<file path="config.mk">
export PLATFORM = sky130hd
export DESIGN_NAME = dram_refresh_ctrl
export DESIGN_NICKNAME = d
export VERILOG_FILES = /design/src/rtl/dram_refresh_pkg.sv /design/src/rtl/refresh_interval.sv /design/src/rtl/refresh_row_counter.sv /design/src/rtl/refresh_sequencer.sv /design/src/rtl/dram_refresh_ctrl.sv
export SDC_FILE = /design/constraint.sdc
export NUM_CORES = 1
export LEC_CHECK = 0
export CORE_MARGIN = 1
export CORE_UTILIZATION = 40
export CTS_CLUSTER_DIAMETER = 120
export DETAILED_ROUTE_END_ITERATION = 10
export DONT_BUFFER_PORTS = 1
export MAX_ROUTING_LAYER = met4
export SYNTH_ARGS = -nofsm -noshare
export SYNTH_HDL_FRONTEND = slang
export SYNTH_SLANG_ARGS = --single-unit
</file>
<file path="constraint.sdc">
create_clock -name clk -period 4.55 [get_ports clk]
set_input_delay 0.2275 -clock clk [delete_from_list [all_inputs] [get_ports clk]]
set_output_delay 0.2275 -clock clk [all_outputs]
set_load 0.05 [all_outputs]
</file>
<file path="src/rtl/dram_refresh_pkg.sv">
package dram_refresh_pkg;

  typedef enum logic [3:0] {
    S_PWRUP,
    S_IDLE,
    S_ACC_SETUP,
    S_ACC_RAS,
    S_ROR_SETUP,
    S_CBR_SETUP,
    S_HID_PRE,
    S_REF_RAS,
    S_PRE
  } seq_state_e;

  localparam logic [1:0] MODE_RAS_ONLY  = 2'd0;
  localparam logic [1:0] MODE_CAS_FIRST = 2'd1;
  localparam logic [1:0] MODE_HIDDEN    = 2'd2;

endpackage

</file>
<file path="src/rtl/refresh_interval.sv">
module refresh_interval #(
  parameter int PERIOD_CYC = 1560,
  parameter int MAX_OWED   = 4,
  localparam int PW = $clog2(PERIOD_CYC + 1),
  localparam int OW = $clog2(MAX_OWED + 1)
) (
  input  logic clk,
  input  logic rst_n,
  input  logic take_i,
  output logic owed_any_o,
  output logic owed_full_o
);

  logic [PW-1:0] per_q, per_d;
  logic [OW-1:0] owed_q, owed_d;
  logic          tick;
  logic          owed_en;

  always_comb begin
    tick   = (per_q == '0);
    per_d  = tick ? PW'(PERIOD_CYC - 1) : per_q - 1'b1;
    owed_d = owed_q;
    owed_en = 1'b0;
    if (tick && !take_i && owed_q != OW'(MAX_OWED)) begin
      owed_d  = owed_q + 1'b1;
      owed_en = 1'b1;
    end else if (take_i && !tick && owed_q != '0) begin
      owed_d  = owed_q - 1'b1;
      owed_en = 1'b1;
    end
  end

  always_ff @(posedge clk or negedge rst_n) begin
    if (!rst_n) begin
      per_q  <= PW'(PERIOD_CYC - 1);
      owed_q <= '0;
    end else begin
      per_q <= per_d;
      if (owed_en) owed_q <= owed_d;
    end
  end

  assign owed_any_o  = (owed_q != '0);
  assign owed_full_o = (owed_q == OW'(MAX_OWED));

  AST_NO_OVERFLOW: assert property (@(posedge clk) disable iff (!rst_n)
    !(tick && !take_i && owed_q == OW'(MAX_OWED)));

  AST_TAKE_ONLY_OWED: assert property (@(posedge clk) disable iff (!rst_n)
    take_i |-> owed_q != '0);

endmodule

</file>
<file path="src/rtl/refresh_row_counter.sv">
module refresh_row_counter #(
  parameter int ROWS = 256,
  localparam int ROW_W = (ROWS > 1) ? $clog2(ROWS) : 1
) (
  input  logic             clk,
  input  logic             rst_n,
  input  logic             adv_i,
  output logic [ROW_W-1:0] row_o
);

  logic [ROW_W-1:0] row_q, row_d;

  always_comb begin
    row_d = (row_q == ROW_W'(ROWS - 1)) ? '0 : row_q + 1'b1;
  end

  always_ff @(posedge clk or negedge rst_n) begin
    if (!rst_n) row_q <= '0;
    else if (adv_i) row_q <= row_d;
  end

  assign row_o = row_q;

  AST_ROW_IN_RANGE: assert property (@(posedge clk) disable iff (!rst_n)
    row_q <= ROW_W'(ROWS - 1));

endmodule

</file>
<file path="src/rtl/refresh_sequencer.sv">
module refresh_sequencer
  import dram_refresh_pkg::*;
#(
  parameter int ROW_W     = 8,
  parameter int PWRUP_CYC = 20,
  parameter int T_RAS     = 8,
  parameter int T_RP      = 6,
  parameter int T_ASR     = 1,
  parameter int T_RAH     = 2,
  parameter int T_CSR     = 1,
  parameter int T_CHR     = 2,
  localparam int CNT_W = $clog2(PWRUP_CYC + T_RAS + T_RP + T_ASR + T_CSR + 2)
) (
  input  logic             clk,
  input  logic             rst_n,
  input  logic [1:0]       mode_i,
  input  logic             host_req_i,
  input  logic [ROW_W-1:0] host_row_i,
  input  logic [ROW_W-1:0] row_i,
  input  logic             owed_any_i,
  input  logic             owed_full_i,
  output logic             take_o,
  output logic             row_adv_o,
  output logic             host_grant_o,
  output logic             ras_n_o,
  output logic             cas_n_o,
  output logic [ROW_W-1:0] addr_o
);

  seq_state_e       state_q, state_d;
  logic [CNT_W-1:0] cnt_q, cnt_d;
  logic             last;
  logic             is_ror;
  logic             is_hid;
  logic             cas_low;

  function automatic logic [CNT_W-1:0] ld(input int v);
    return CNT_W'(v - 1);
  endfunction

  assign is_ror = (mode_i == MODE_RAS_ONLY);
  assign is_hid = (mode_i == MODE_HIDDEN);
  assign last   = (cnt_q == '0);

  always_comb begin
    state_d   = state_q;
    cnt_d     = last ? cnt_q : cnt_q - 1'b1;
    take_o    = 1'b0;
    row_adv_o = 1'b0;
    unique case (state_q)
      S_PWRUP: if (last) state_d = S_IDLE;
      S_IDLE: begin
        if (owed_full_i || (!host_req_i && owed_any_i)) begin
          take_o = 1'b1;
          if (is_ror) begin
            state_d = S_ROR_SETUP;
            cnt_d   = ld(T_ASR);
          end else begin
            state_d = S_CBR_SETUP;
            cnt_d   = ld(T_CSR);
          end
        end else if (host_req_i) begin
          state_d = S_ACC_SETUP;
          cnt_d   = ld(T_ASR);
        end
      end
      S_ACC_SETUP: if (last) begin
        state_d = S_ACC_RAS;
        cnt_d   = ld(T_RAS);
      end
      S_ACC_RAS: if (last) begin
        cnt_d = ld(T_RP);
        if (is_hid && owed_any_i) begin
          take_o  = 1'b1;
          state_d = S_HID_PRE;
        end else begin
          state_d = S_PRE;
        end
      end
      S_ROR_SETUP, S_CBR_SETUP, S_HID_PRE: if (last) begin
        state_d = S_REF_RAS;
        cnt_d   = ld(T_RAS);
      end
      S_REF_RAS: if (last) begin
        state_d   = S_PRE;
        cnt_d     = ld(T_RP);
        row_adv_o = is_ror;
      end
      S_PRE: if (last) state_d = S_IDLE;
      default: state_d = S_IDLE;
    endcase
  end

  always_ff @(posedge clk or negedge rst_n) begin
    if (!rst_n) begin
      state_q <= S_PWRUP;
      cnt_q   <= ld(PWRUP_CYC);
    end else begin
      state_q <= state_d;
      cnt_q   <= cnt_d;
    end
  end

  always_comb begin
    cas_low = 1'b0;
    unique case (state_q)
      S_ACC_RAS:              cas_low = (cnt_q < CNT_W'(T_RAS - T_RAH));
      S_CBR_SETUP, S_HID_PRE: cas_low = 1'b1;
      S_REF_RAS:              cas_low = !is_ror && (cnt_q >= CNT_W'(T_RAS - T_CHR));
      default:                cas_low = 1'b0;
    endcase
  end

  assign ras_n_o      = !(state_q == S_ACC_RAS || state_q == S_REF_RAS);
  assign cas_n_o      = !cas_low;
  assign host_grant_o = (state_q == S_ACC_SETUP || state_q == S_ACC_RAS);

  always_comb begin
    addr_o = '0;
    if (host_grant_o) addr_o = host_row_i;
    else if (state_q == S_ROR_SETUP || (state_q == S_REF_RAS && is_ror)) addr_o = row_i;
  end

  // Strobe run counters used only by the checks below.
  logic [15:0] ras_lo_cnt, ras_hi_cnt;
  always_ff @(posedge clk or negedge rst_n) begin
    if (!rst_n) begin
      ras_lo_cnt <= '0;
      ras_hi_cnt <= '0;
    end else begin
      ras_lo_cnt <= ras_n_o ? '0 : ras_lo_cnt + 1'b1;
      ras_hi_cnt <= !ras_n_o ? '0 : ((ras_hi_cnt == '1) ? ras_hi_cnt : ras_hi_cnt + 1'b1);
    end
  end

  AST_RAS_LOW_WIDTH: assert property (@(posedge clk) disable iff (!rst_n)
    $rose(ras_n_o) |-> ras_lo_cnt == 16'(T_RAS));

  AST_RAS_PRECHARGE: assert property (@(posedge clk) disable iff (!rst_n)
    $fell(ras_n_o) |-> ras_hi_cnt >= 16'(T_RP));

  AST_FORCED_PRIO: assert property (@(posedge clk) disable iff (!rst_n)
    (state_q == S_IDLE && owed_full_i) |=> !host_grant_o);

  AST_CAS_FIRST_ORDER: assert property (@(posedge clk) disable iff (!rst_n)
    ($fell(ras_n_o) && !host_grant_o && !is_ror) |-> !cas_n_o);

  AST_ROW_STABLE: assert property (@(posedge clk) disable iff (!rst_n)
    (!ras_n_o && !host_grant_o && is_ror) |-> $stable(addr_o));

endmodule

</file>
<file path="src/rtl/dram_refresh_ctrl.sv">
module dram_refresh_ctrl #(
  parameter int ROWS       = 256,
  parameter int PERIOD_CYC = 1560,
  parameter int MAX_OWED   = 4,
  parameter int PWRUP_CYC  = 20,
  parameter int T_RAS      = 8,
  parameter int T_RP       = 6,
  parameter int T_ASR      = 1,
  parameter int T_RAH      = 2,
  parameter int T_CSR      = 1,
  parameter int T_CHR      = 2,
  localparam int ROW_W = (ROWS > 1) ? $clog2(ROWS) : 1
) (
  input  logic             clk,
  input  logic             rst_n,
  input  logic [1:0]       mode_i,
  input  logic             host_req_i,
  input  logic [ROW_W-1:0] host_row_i,
  output logic             host_grant_o,
  output logic             ras_n_o,
  output logic             cas_n_o,
  output logic [ROW_W-1:0] addr_o
);

  logic             take;
  logic             row_adv;
  logic             owed_any;
  logic             owed_full;
  logic [ROW_W-1:0] row;

  refresh_interval #(
    .PERIOD_CYC(PERIOD_CYC),
    .MAX_OWED  (MAX_OWED)
  ) u_interval (
    .clk        (clk),
    .rst_n      (rst_n),
    .take_i     (take),
    .owed_any_o (owed_any),
    .owed_full_o(owed_full)
  );

  refresh_row_counter #(
    .ROWS(ROWS)
  ) u_rows (
    .clk  (clk),
    .rst_n(rst_n),
    .adv_i(row_adv),
    .row_o(row)
  );

  refresh_sequencer #(
    .ROW_W    (ROW_W),
    .PWRUP_CYC(PWRUP_CYC),
    .T_RAS    (T_RAS),
    .T_RP     (T_RP),
    .T_ASR    (T_ASR),
    .T_RAH    (T_RAH),
    .T_CSR    (T_CSR),
    .T_CHR    (T_CHR)
  ) u_seq (
    .clk         (clk),
    .rst_n       (rst_n),
    .mode_i      (mode_i),
    .host_req_i  (host_req_i),
    .host_row_i  (host_row_i),
    .row_i       (row),
    .owed_any_i  (owed_any),
    .owed_full_i (owed_full),
    .take_o      (take),
    .row_adv_o   (row_adv),
    .host_grant_o(host_grant_o),
    .ras_n_o     (ras_n_o),
    .cas_n_o     (cas_n_o),
    .addr_o      (addr_o)
  );

endmodule

</file>
# After elaboration in Yosys (flattened, before gate mapping)
# Index checks and enable logic that the tools add are counted.
dict set report totals {
  reg_bits 32
  input_bits 13
  output_inout_bits 11
  elab_cells 92
}
dict set report classes {
  n_addsub 5
  magnitude_cmp 2
  n_eq_ne 18
  muxes 31
  n_reduce_logical 31
}
# cell n
set ops {}
lappend ops {{$mux W4} 8}
lappend ops {{$mux W6} 5}
lappend ops {{$mux W8} 3}
lappend ops {{$pmux W4 S6} 1}
lappend ops {{$pmux W6 S3} 1}
lappend ops {{$eq A4 B3 Y1 const B} 4}
lappend ops {{$logic_not A11 Y1} 1}
lappend ops {{$mux W11} 1}
lappend ops {{$sub A11 B1 Y11 const B} 1}
lappend ops {{$ne A2 B1 Y1 const B} 5}
lappend ops {{$add A8 B1 Y8 const B} 1}
lappend ops {{$eq A4 B2 Y1 const B} 2}
lappend ops {{$eq A8 B8 Y1 const B} 1}
lappend ops {{$logic_and A1 B1 Y1} 8}
lappend ops {{$mux W1} 8}
lappend ops {{$ge A6 B3 Y1 const B} 1}
lappend ops {{$logic_not A1 Y1} 6}
lappend ops {{$logic_not A6 Y1} 1}
lappend ops {{$lt A6 B3 Y1 const B} 1}
lappend ops {{$mux W3} 2}
lappend ops {{$reduce_and A6 Y1} 1}
lappend ops {{$reduce_or A2 Y1} 3}
lappend ops {{$sub A6 B1 Y6 const B} 1}
lappend ops {{$eq A4 B1 Y1 const B} 1}
lappend ops {{17 further kinds} 20}

# Depth between registers and ports, before layout
# Gate-level depths: netlist (run 1).
dict set report depth {
  depth_word 10
  ltp_mapped 13
}

# Hierarchy
# Synthesis (run 1) repeated with hierarchy kept, for this count alone.
dict set report unflattened {
  cells_unflattened 203
  area_unflattened_um2 2009.4
}
# module n_inst cells_each area_per_inst_um2 seq_area_each_um2
set by_module_without_submodules {}
lappend by_module_without_submodules {refresh_sequencer 1 100 850.8 254.0}
lappend by_module_without_submodules {refresh_interval 1 71 789.5 357.8}
lappend by_module_without_submodules {refresh_row_counter 1 32 369.1 200.2}

# Worst setup path before layout (run 1)
# No wires, ideal clock.
dict set report synth_timing {
  kind {register -> register}
  start {register u_interval.per_q[0]}
  end {register u_interval.owed_q[2]}
  setup_time_ns 0.125
  t_arrival_ns 2.361
  required_time_ns 4.425
  slack_ns 2.065
  stages_incl_launch_ff 10
  n_path_buf 0
  period_less_slack_ns 2.485
  cell_sequence {dfstp_2 > inv_1 > ha_1 > nor4b_2 > nor4b_4 > nand3_1 > fa_1 > nor2_1 > mux2i_1 > mux2_2}
}
dict set report synth_between {
  elab_chain_len 7
  word_cells_on_any_way 11
  classes_between {mux: 3; reduce/logical: 8}
}
# element line_no
set synth_lines {}
lappend synth_lines {{start, declared} refresh_interval.sv:14} ;# logic [PW-1:0] per_q, per_d;
lappend synth_lines {{start signal, assigned} refresh_interval.sv:35} ;# per_q <= PW'(PERIOD_CYC - 1);
lappend synth_lines {{start signal, assigned} refresh_interval.sv:38} ;# per_q <= per_d;
lappend synth_lines {{$logic_not A11 Y1 (*)} refresh_interval.sv:20} ;# tick = (per_q == '0);
lappend synth_lines {{$logic_not A1 Y1} refresh_interval.sv:27} ;# end else if (take_i && !tick && owed_q != '0) begin
lappend synth_lines {{$logic_and A1 B1 Y1 (2 in a row)} refresh_interval.sv:27}
lappend synth_lines {{$mux W1} refresh_interval.sv:27}
lappend synth_lines {{$mux W1} refresh_interval.sv:24} ;# if (tick && !take_i && owed_q != OW'(MAX_OWED)) begin
lappend synth_lines {{$reduce_and A2 Y1 (no source line)} -}
lappend synth_lines {{end signal, assigned} refresh_interval.sv:39} ;# if (owed_en) owed_q <= owed_d;
lappend synth_lines {{end, declared} refresh_interval.sv:15} ;# logic [OW-1:0] owed_q, owed_d;
# Mark *: on every way between the ends. The rest lies on a longest branch, timed or not.
# A chain may end at the register's enable or synchronous reset.

# Final worst setup path (run 1)
# Ends and elaborated chain as after synthesis.

==> results of run 1 <==
==> layout make-up <==
cell class | count | area share (%)
clock buffers | 6 | 3.335
clock inverters | 2 | 1.610
inverters | 11 | 1.898
multi-input cells | 173 | 50.60
flip-flops and latches | 32 | 37.32
well taps | 67 | 3.853
repair buffers | 2 | 1.380
==> cells by family after synthesis <==
group | Yosys count | share of synthesized area (%)
AND/OR/NAND/NOR | 87 | 23.04
AO/OA/AOI/OAI | 67 | 22.15
flip-flops | 32 | 41.08
buffers and inverters | 17 | 3.228
XOR/XNOR | 8 | 3.544
adder cells (fa/ha/maj) | 7 | 4.810
multiplexers | 4 | 2.152
==> report_power, final <==
part	internal (mW)	leakage (nW)	switching, mW
Clock	0.162	0.0552	0.108
Combinational	0.198	0.472	0.409
Sequential	0.356	0.377	0.106
==> sequential cells by signal (all words and copies together), names as in the netlist <==
signal	count
u_interval.per_q	11
u_rows.row_o	8
u_seq.cnt_q	6
u_seq.state_q	4
u_interval.owed_q	3
==> cell usage in the layout, fill, tap and decap left out, types with 2 or more instances in the layout <==
| cell type | n |
|---|---|
| mux2_2 | 2 |
| nand4_1 | 2 |
| dfrtp_1 | 23 |
| and4_1 | 2 |
| dfstp_2 | 9 |
| xor2_1 | 2 |
| a22o_1 | 8 |
| and3_1 | 2 |
| xnor2_1 | 6 |
| nor2b_1 | 2 |
| clkbuf_8 | 5 |
| nand2_1 | 27 |
| nand3_1 | 10 |
| o211ai_1 | 2 |
| o31ai_1 | 2 |
| o21ai_0 | 20 |
| o21a_1 | 3 |
| mux2i_1 | 2 |
| nor3_1 | 10 |
| or3_1 | 2 |
| a21oi_1 | 17 |
| a31oi_1 | 2 |
| ha_1 | 6 |
| inv_1 | 11 |
| nor2_1 | 18 |
| a21o_1 | 4 |
==> critical path, cell delays in order (launching register included) <==
cell and delay (ns):
dfstp_2 0.39, inv_1 0.09, ha_1 0.16, nor4b_2 0.37, nor4b_4 0.53, nand3_1 0.19, fa_1 0.42, nor2_1 0.14
mux2i_1 0.08, mux2_2 0.26
==> what timing repair did <==
item	CTS	global route
hold buffers	2	0
endpoints found under the setup margin	0	0
resized for setup	0	0
endpoints found under the hold margin	32	0
==> path summary, 6_finish.rpt <==
kind / startpoint / slack (ns) / depth (start not counted) / end
worst max-delay path: u_interval.per_q[0]$_DFF_PN1_ / 1.78 / 9 / u_interval.owed_q[2]$_DFFE_PN0P_
worst min-delay path: mode_i[1] / 0.36 / 5 / u_rows.row_o[1]$_DFFE_PN0P_
worst max register to register: u_interval.per_q[0]$_DFF_PN1_ / 1.78 / 9 / u_interval.owed_q[2]$_DFFE_PN0P_
worst min register to register: u_interval.per_q[0]$_DFF_PN1_ / 0.48 / 1 / u_interval.per_q[0]$_DFF_PN1_
max in group asynchronous: rst_n / 3.90 / 2 / u_seq.cnt_q[4]$_DFF_PN1_
min in group asynchronous: rst_n / 0.40 / 2 / u_interval.per_q[3]$_DFF_PN0_
==> routing by layer <==
layer	vias to the layer above	share of wire, %	routed length (um)
met5	-	0	0
met4	0	0.90	36
met3	4	3.8	153
met2	30	48	1897
met1	747	48	1892
li1	814	-	-
==> summary.md, run 1 <==
| Metric | Value |
|---|---|
| Run status | complete, no violations |
| Clock slew at reported path FFs | ~0.070 ns |
| Maximum level of the CTS H-tree | 2 |
| Final HPWL from detailed placement | ~2.7 mm |
| Total Routing Usage GR | between 10% and 20% |
| Sum of negative setup slack | 0 ns |
| GRT overflow | 0 |
| Buffers added on ports | 0 |
| Share of final-layout standard cells stronger than drive strength 1 | between 10% and 20% |
| Post-synth top area cell | dfrtp_1 |
| Fin. max-slew vios | 0 |
| Remaining max-slew budget at the tightest pin | 45.67% |
| Initial core utilization | just over 40% |
| Clock insertion delay at the later pin of the skew report | about 0.29 ns |
| Post-route cell area | 2176 um^2 |
| Met1 usage | 21.59% |
| P per Cell Area | between 600 and 700 nW/um^2 |
| Slew of the pin with the lowest slew margin | roughly 0.81 ns |
| Overall die width | approximately 72 um |
| Sequential share of the synthesized area | between 40% and 50% |
| Number of nets in the layout | ~250 |
| Number of register bits inferred by synthesis | 32 |
| Cell total after placement | ~280 |
| Final worst hold slack | 0.3566 ns |
| Number of enable flip-flop cells after synthesis | 0 |
| Pin count of the biggest net entering global routing | 33 |
| Gpl congestion | between 0.8 and 0.9 |
| Synth cell count leaders | 27 x nand2_1, 23 x dfrtp_1, 20 x o21ai_0, 18 x nor2_1, 17 x a21oi_1 |
| Clock Sink Count | 32 |
| Most used DFF post-synth | dfrtp_1 |
| Placed cell areas | between 2000 and 2500 um^2 |
| First-pass GRT wire length | around 6.6 mm |
| Die area | around 5200 um^2 |
| Min setup slack post-route | about 1.8 ns |
| Endpoints failing setup | 0 |
| Post-route antenna net violation count | 0 |
| Start-to-end type of the worst setup path | flop to flop |
| Clock tree from TritonCTS | built |
| Most frequent cell after synthesis | nand2_1 |
| Via count of the first global-routing pass | 1419 |
| Pre-CTS setup slack | around 1.8 ns |
| Buffers from clock root to sink, at most | 2 |
| Number of inserted filler cells in the final layout | approximately 490 |
| Highest Clock Rate | between 300 and 400 MHz |
| Unique masters post-synth | 48 |
| Data required, critical path | 4.72 ns |
| Busiest metal layer after global routing | met2 |
| Final routed wirelength across all metal layers | roughly 4.0 mm |
| GRT met2 Usage | 25.96% |
| Setup repair after global routing missed its margin | false |
| Post-synth design cell area | between 1500 and 2000 um^2 |
| Final period demand of the worst path | 2.769 ns |
| Number of remaining DRC errors | 0 |
| Leakage power figure | about 0.9 nW |
| Worst Setup End Kind | flop |
| Worst Clk Skew | approximately 0.0073 ns |
| Vertical die dimension | between 70 and 80 um |
| Root cell of the clock tree | clkbuf_8 |
| Post-Synthesis Mean Instance Area | approximately 8.9 um^2 |
| Layout Utilization | a little under half |
| Period Utilization, post-route | 60.85% |
| CP startpoint kind | flop |
| Number of clock buffers inserted by TritonCTS | 5 |
| Antenna Cells | 0 |
| Via count | 1595 |
| First-iteration detailed-routing DRC count | 57 |
| Met3 GRT Util | about 4.6% |
| IR Drop Worst-Case VDD | roughly 0.28 mV |
| Number of failing hold endpoints at the final stage | 0 |
| Vias per std cell | about 5.4 |
| Data arrival time of the worst path | a little under 3 ns |
| Share of the synthesized area in the top cell type | 29.11% |
| Total power draw | approximately 1.3 mW |
| Synthesized instance count | between 200 and 250 |
| Max-capacitance violation count | 0 |
| Non-filler instance count after layout | about 290 |
| Proportion of synthesized flip-flops having asynchronous set or reset | between 90% and 100% |
| Sequential cell area | 812.0 um^2 |
| Syn Nets | 242 |
| Type of the tightest min-delay check | input port to flop |
| Area contributors post-synth | dfrtp_1 29%, dfstp_2 12%, nand2_1 5.1% |
| Total iterations of the first detailed-routing run | 4 |
| Num rows | 25 |
| Combined area of the multi-input logic cells | between 1000 and 1500 um^2 |
| Number of antenna violations at the first check in global routing | 0 |
| Area growth from synthesis to layout | 10.06% |
| Total of warnings raised by yosys | 0 |
| Avg WL per Cell | between 10 and 15 um |
| Critical path peak fanout | 9 |
| Setup Fix Bufs, Post-CTS | 0 |
| I/O pin count | 24 |
| Area of the core region | between 4000 and 5000 um^2 |
(Power assumes the default switching activity.)
==> inputs of run 2 (changes only) <==
==> constraint.sdc (replaced) <==
create_clock -name clk -period 2.6 [get_ports clk]
set_input_delay 0.13 -clock clk [delete_from_list [all_inputs] [get_ports clk]]
set_output_delay 0.13 -clock clk [all_outputs]
set_load 0.05 [all_outputs]
==> run 2 against run 1 <==
  * Global-route usage grew 1.2 points
  * Non-clock buffer count grew 10
  * Die area is the same
  * Fmax grew 16%
  * Combinational power grew 86%
  * Largest cell class unchanged
  * Highest routed layer unchanged
==> summary.md, run 2 (synthesized netlist as in run 1, its figures left out) <==
| Metric | Value |
|---|---|
| P per Cell Area | 1080 nW/um^2 (was 615.4 nW/um^2) |
| Post-route antenna net violation count | 0 (unchanged) |
| Final worst hold slack | 0.2813 ns (was 0.3566 ns) |
| Start-to-end type of the worst setup path | flop to flop (unchanged) |
| Max reg flops | 11 (unchanged) |
| Highest Clock Rate | 420.7 MHz (was 361.2 MHz) |
| Layout Utilization | 47.92% (was 45.76%) |
| Final routed wirelength across all metal layers | 4.076 mm (was 3.981 mm) |
| Period Utilization, post-route | 91.42% (was 60.85%) |
| Max-capacitance violation count | 0 (unchanged) |
| Final HPWL from detailed placement | 2.898 mm (was 2.743 mm) |
| Non-filler instance count after layout | 303 (was 293) |
| Slew of the pin with the lowest slew margin | 0.5792 ns (was 0.8149 ns) |
| Buffers from clock root to sink, at most | 2 (unchanged) |
| Critical Path, Cell by Cell | or3b_2 > o21a_1 > o22ai_2 > nand2_1 > nand3_1 > fa_2 > nand2_1 > nor2_1 > mux2i_1 > mux2_2 (was inv_1 > ha_1 > nor4b_2 > nor4b_4 > nand3_1 > fa_1 > nor2_1 > mux2i_1 > mux2_2) |
| IR Drop Worst-Case VDD | 0.5015 mV (was 0.2814 mV) |
| Number of remaining DRC errors | 0 (unchanged) |
| Critical path peak fanout | 8 (was 9) |
| Crit-path max cell delay | 0.52 ns (was 0.53 ns) |
| Num rows | 25 (unchanged) |
| Antenna Cells | 0 (unchanged) |
| CP startpoint kind | flop (unchanged) |
| Overall die width | 72.30 um (unchanged) |
| Share of final-layout standard cells stronger than drive strength 1 | 17.80% (was 12.83%) |
| Remaining max-slew budget at the tightest pin | 61.28% (was 45.67%) |
| Fin. max-slew vios | 0 (unchanged) |
| Initial core utilization | 41.58% (unchanged) |
| Cell total after placement | 292 (was 283) |
| Clock Sink Count | 32 (unchanged) |
| Pre-CTS setup slack | 0.1781 ns (was 1.804 ns) |
| Most used cells in the layout excluding fill and tap cells | 27 x nand2_1, 23 x dfrtp_1, 20 x o21ai_0 (unchanged) |
| Register bank with the most flops | u_interval.per_q (unchanged) |
| Clock slew at reported path FFs | 0.07 ns (about the same) |
| Endpoints failing setup | 0 (unchanged) |
| Type of the tightest min-delay check | input port to flop (unchanged) |
| Clock tree from TritonCTS | built (unchanged) |
| Clock insertion delay at the later pin of the skew report | 0.28 ns (was 0.29 ns) |
| Final period demand of the worst path | 2.377 ns (was 2.769 ns) |
| Number of nets in the layout | 255 (was 245) |
| Buffers added on ports | 0 (unchanged) |
| Avg WL per Cell | 13.45 um (was 13.59 um) |
| Via count of the first global-routing pass | 1540 (was 1419) |
| Min setup slack post-route | 0.2231 ns (was 1.781 ns) |
| Worst Clk Skew | 0.003036 ns (was 0.007333 ns) |
| Leakage power figure | 0.9653 nW (was 0.9037 nW) |
| Vertical die dimension | 72.30 um (unchanged) |
| Worst Setup End Kind | flop (unchanged) |
| Vias per std cell | 5.386 (was 5.444) |
| GRT overflow | 0 (unchanged) |
| CP max stage cell | or3b_2 (was nor4b_4) |
| I/O pin count | 24 (unchanged) |
| First-pass GRT wire length | 7.134 mm (was 6.603 mm) |
| Gpl congestion | 0.8478 (was 0.8299) |
| Root cell of the clock tree | clkbuf_8 (unchanged) |
| Setup repair after global routing missed its margin | false (unchanged) |
| Number of antenna violations at the first check in global routing | 0 (unchanged) |
| First-iteration detailed-routing DRC count | 67 (was 57) |
| Area of the core region | 4755 um^2 (unchanged) |
| Via count | 1632 (was 1595) |
| Most frequent cell on the critical path | nand2_1 |
| Total iterations of the first detailed-routing run | 4 (unchanged) |
| Pin count of the biggest net entering global routing | 33 (unchanged) |
| Run status | complete, no violations (unchanged) |
| Sum of negative setup slack | 0 ns (unchanged) |
| Data required, critical path | 2.77 ns (was 4.72 ns) |
| Data arrival time of the worst path | 2.54 ns (was 2.94 ns) |
| Die area | 5227 um^2 (unchanged) |
| Area growth from synthesis to layout | 15.25% (was 10.06%) |
| Number of failing hold endpoints at the final stage | 0 (unchanged) |
| Number of clock buffers inserted by TritonCTS | 5 (unchanged) |
| Maximum level of the CTS H-tree | 2 (unchanged) |
| Most common cell after layout, fill and taps aside | nand2_1 (unchanged) |
| Total Routing Usage GR | 18.05% (was 16.84%) |
-- run 2: cell count changes in the layout (fill, tap and decap cells not counted) --
| cell | before | now |
|---|---|---|
| buf_4 | 0 | 10 |
| clkbuf_1 | 1 | 0 |
| clkbuf_8 | 5 | 7 |
| clkinv_2 | 1 | 0 |
| fa_1 | 1 | 0 |
| fa_2 | 0 | 1 |
| o22ai_1 | 1 | 0 |
| o22ai_2 | 0 | 1 |
| o311ai_0 | 1 | 0 |
| o311ai_1 | 0 | 1 |
-- run 2: area by class of cell --
type	instances	area [um^2]
clock buffers	7	96.34
clock inverters	1	30.03
fillers	463	2476
inverters	11	41.29
multi-input cells	173	1110
flip-flops and latches	32	812.0
well taps	67	83.83
repair buffers	12	105.1
-- run 2: where the power goes --
group / total [mW] / leakage, nW / switching, mW / internal, mW
sequential: 0.809 / 0.377 / 0.187 / 0.622
clock: 0.525 / 0.0645 / 0.187 / 0.338
combinational: 1.13 / 0.524 / 0.721 / 0.406
-- run 2: metal layers --
metal / vias up / wire [um] / track usage (%)
met5: - / 0 / -
met4: 0 / 40 / 5.229
met3: 4 / 132 / 4.306
met2: 26 / 1928 / 28.45
met1: 776 / 1974 / 23.12
li1: 826 / - / -
-- run 2: path summary, 6_finish.rpt --
kind	from	to	slack (ns)	cells after the start
worst max-delay path	u_interval.owed_q[1]$_DFFE_PN0P_	u_interval.owed_q[2]$_DFFE_PN0P_	0.22	10
worst min-delay path	host_req_i	u_seq.cnt_q[4]$_DFF_PN1_	0.28	4
worst max register to register	u_interval.owed_q[1]$_DFFE_PN0P_	u_interval.owed_q[2]$_DFFE_PN0P_	0.22	10
worst min register to register	u_interval.per_q[0]$_DFF_PN1_	u_interval.per_q[0]$_DFF_PN1_	0.48	1
max in group asynchronous	rst_n	u_interval.per_q[2]$_DFF_PN1_	2.05	2
min in group asynchronous	rst_n	u_interval.per_q[5]$_DFF_PN0_	0.31	2
-- run 2: worst max-delay path: cells and delay by family (launching register included) --
kind | cells | cell delay, ns
compound gates | 2 | 0.33
fa+ha+maj | 1 | 0.21
mux | 2 | 0.33
simple gates | 5 | 0.93
flops | 1 | 0.47
-- run 2: timing repair --
item / in CTS / in global routing
hold buffers: 2 / 0
resized for setup: 0 / 3
setup endpoints to repair: 0 / 1
setup buffers: 0 / 1
hold endpoints to repair: 32 / 0
-- run 2: stage by stage --
stage / cell area (um^2) / total power, mW
floorplan: 1977 / 1.694
CTS: 2262 / 2.473
detailed placement: 2106 / 1.916
finish: 2278 / 2.461
global placement: 2106 / 1.909
global route: 2278 / 2.658
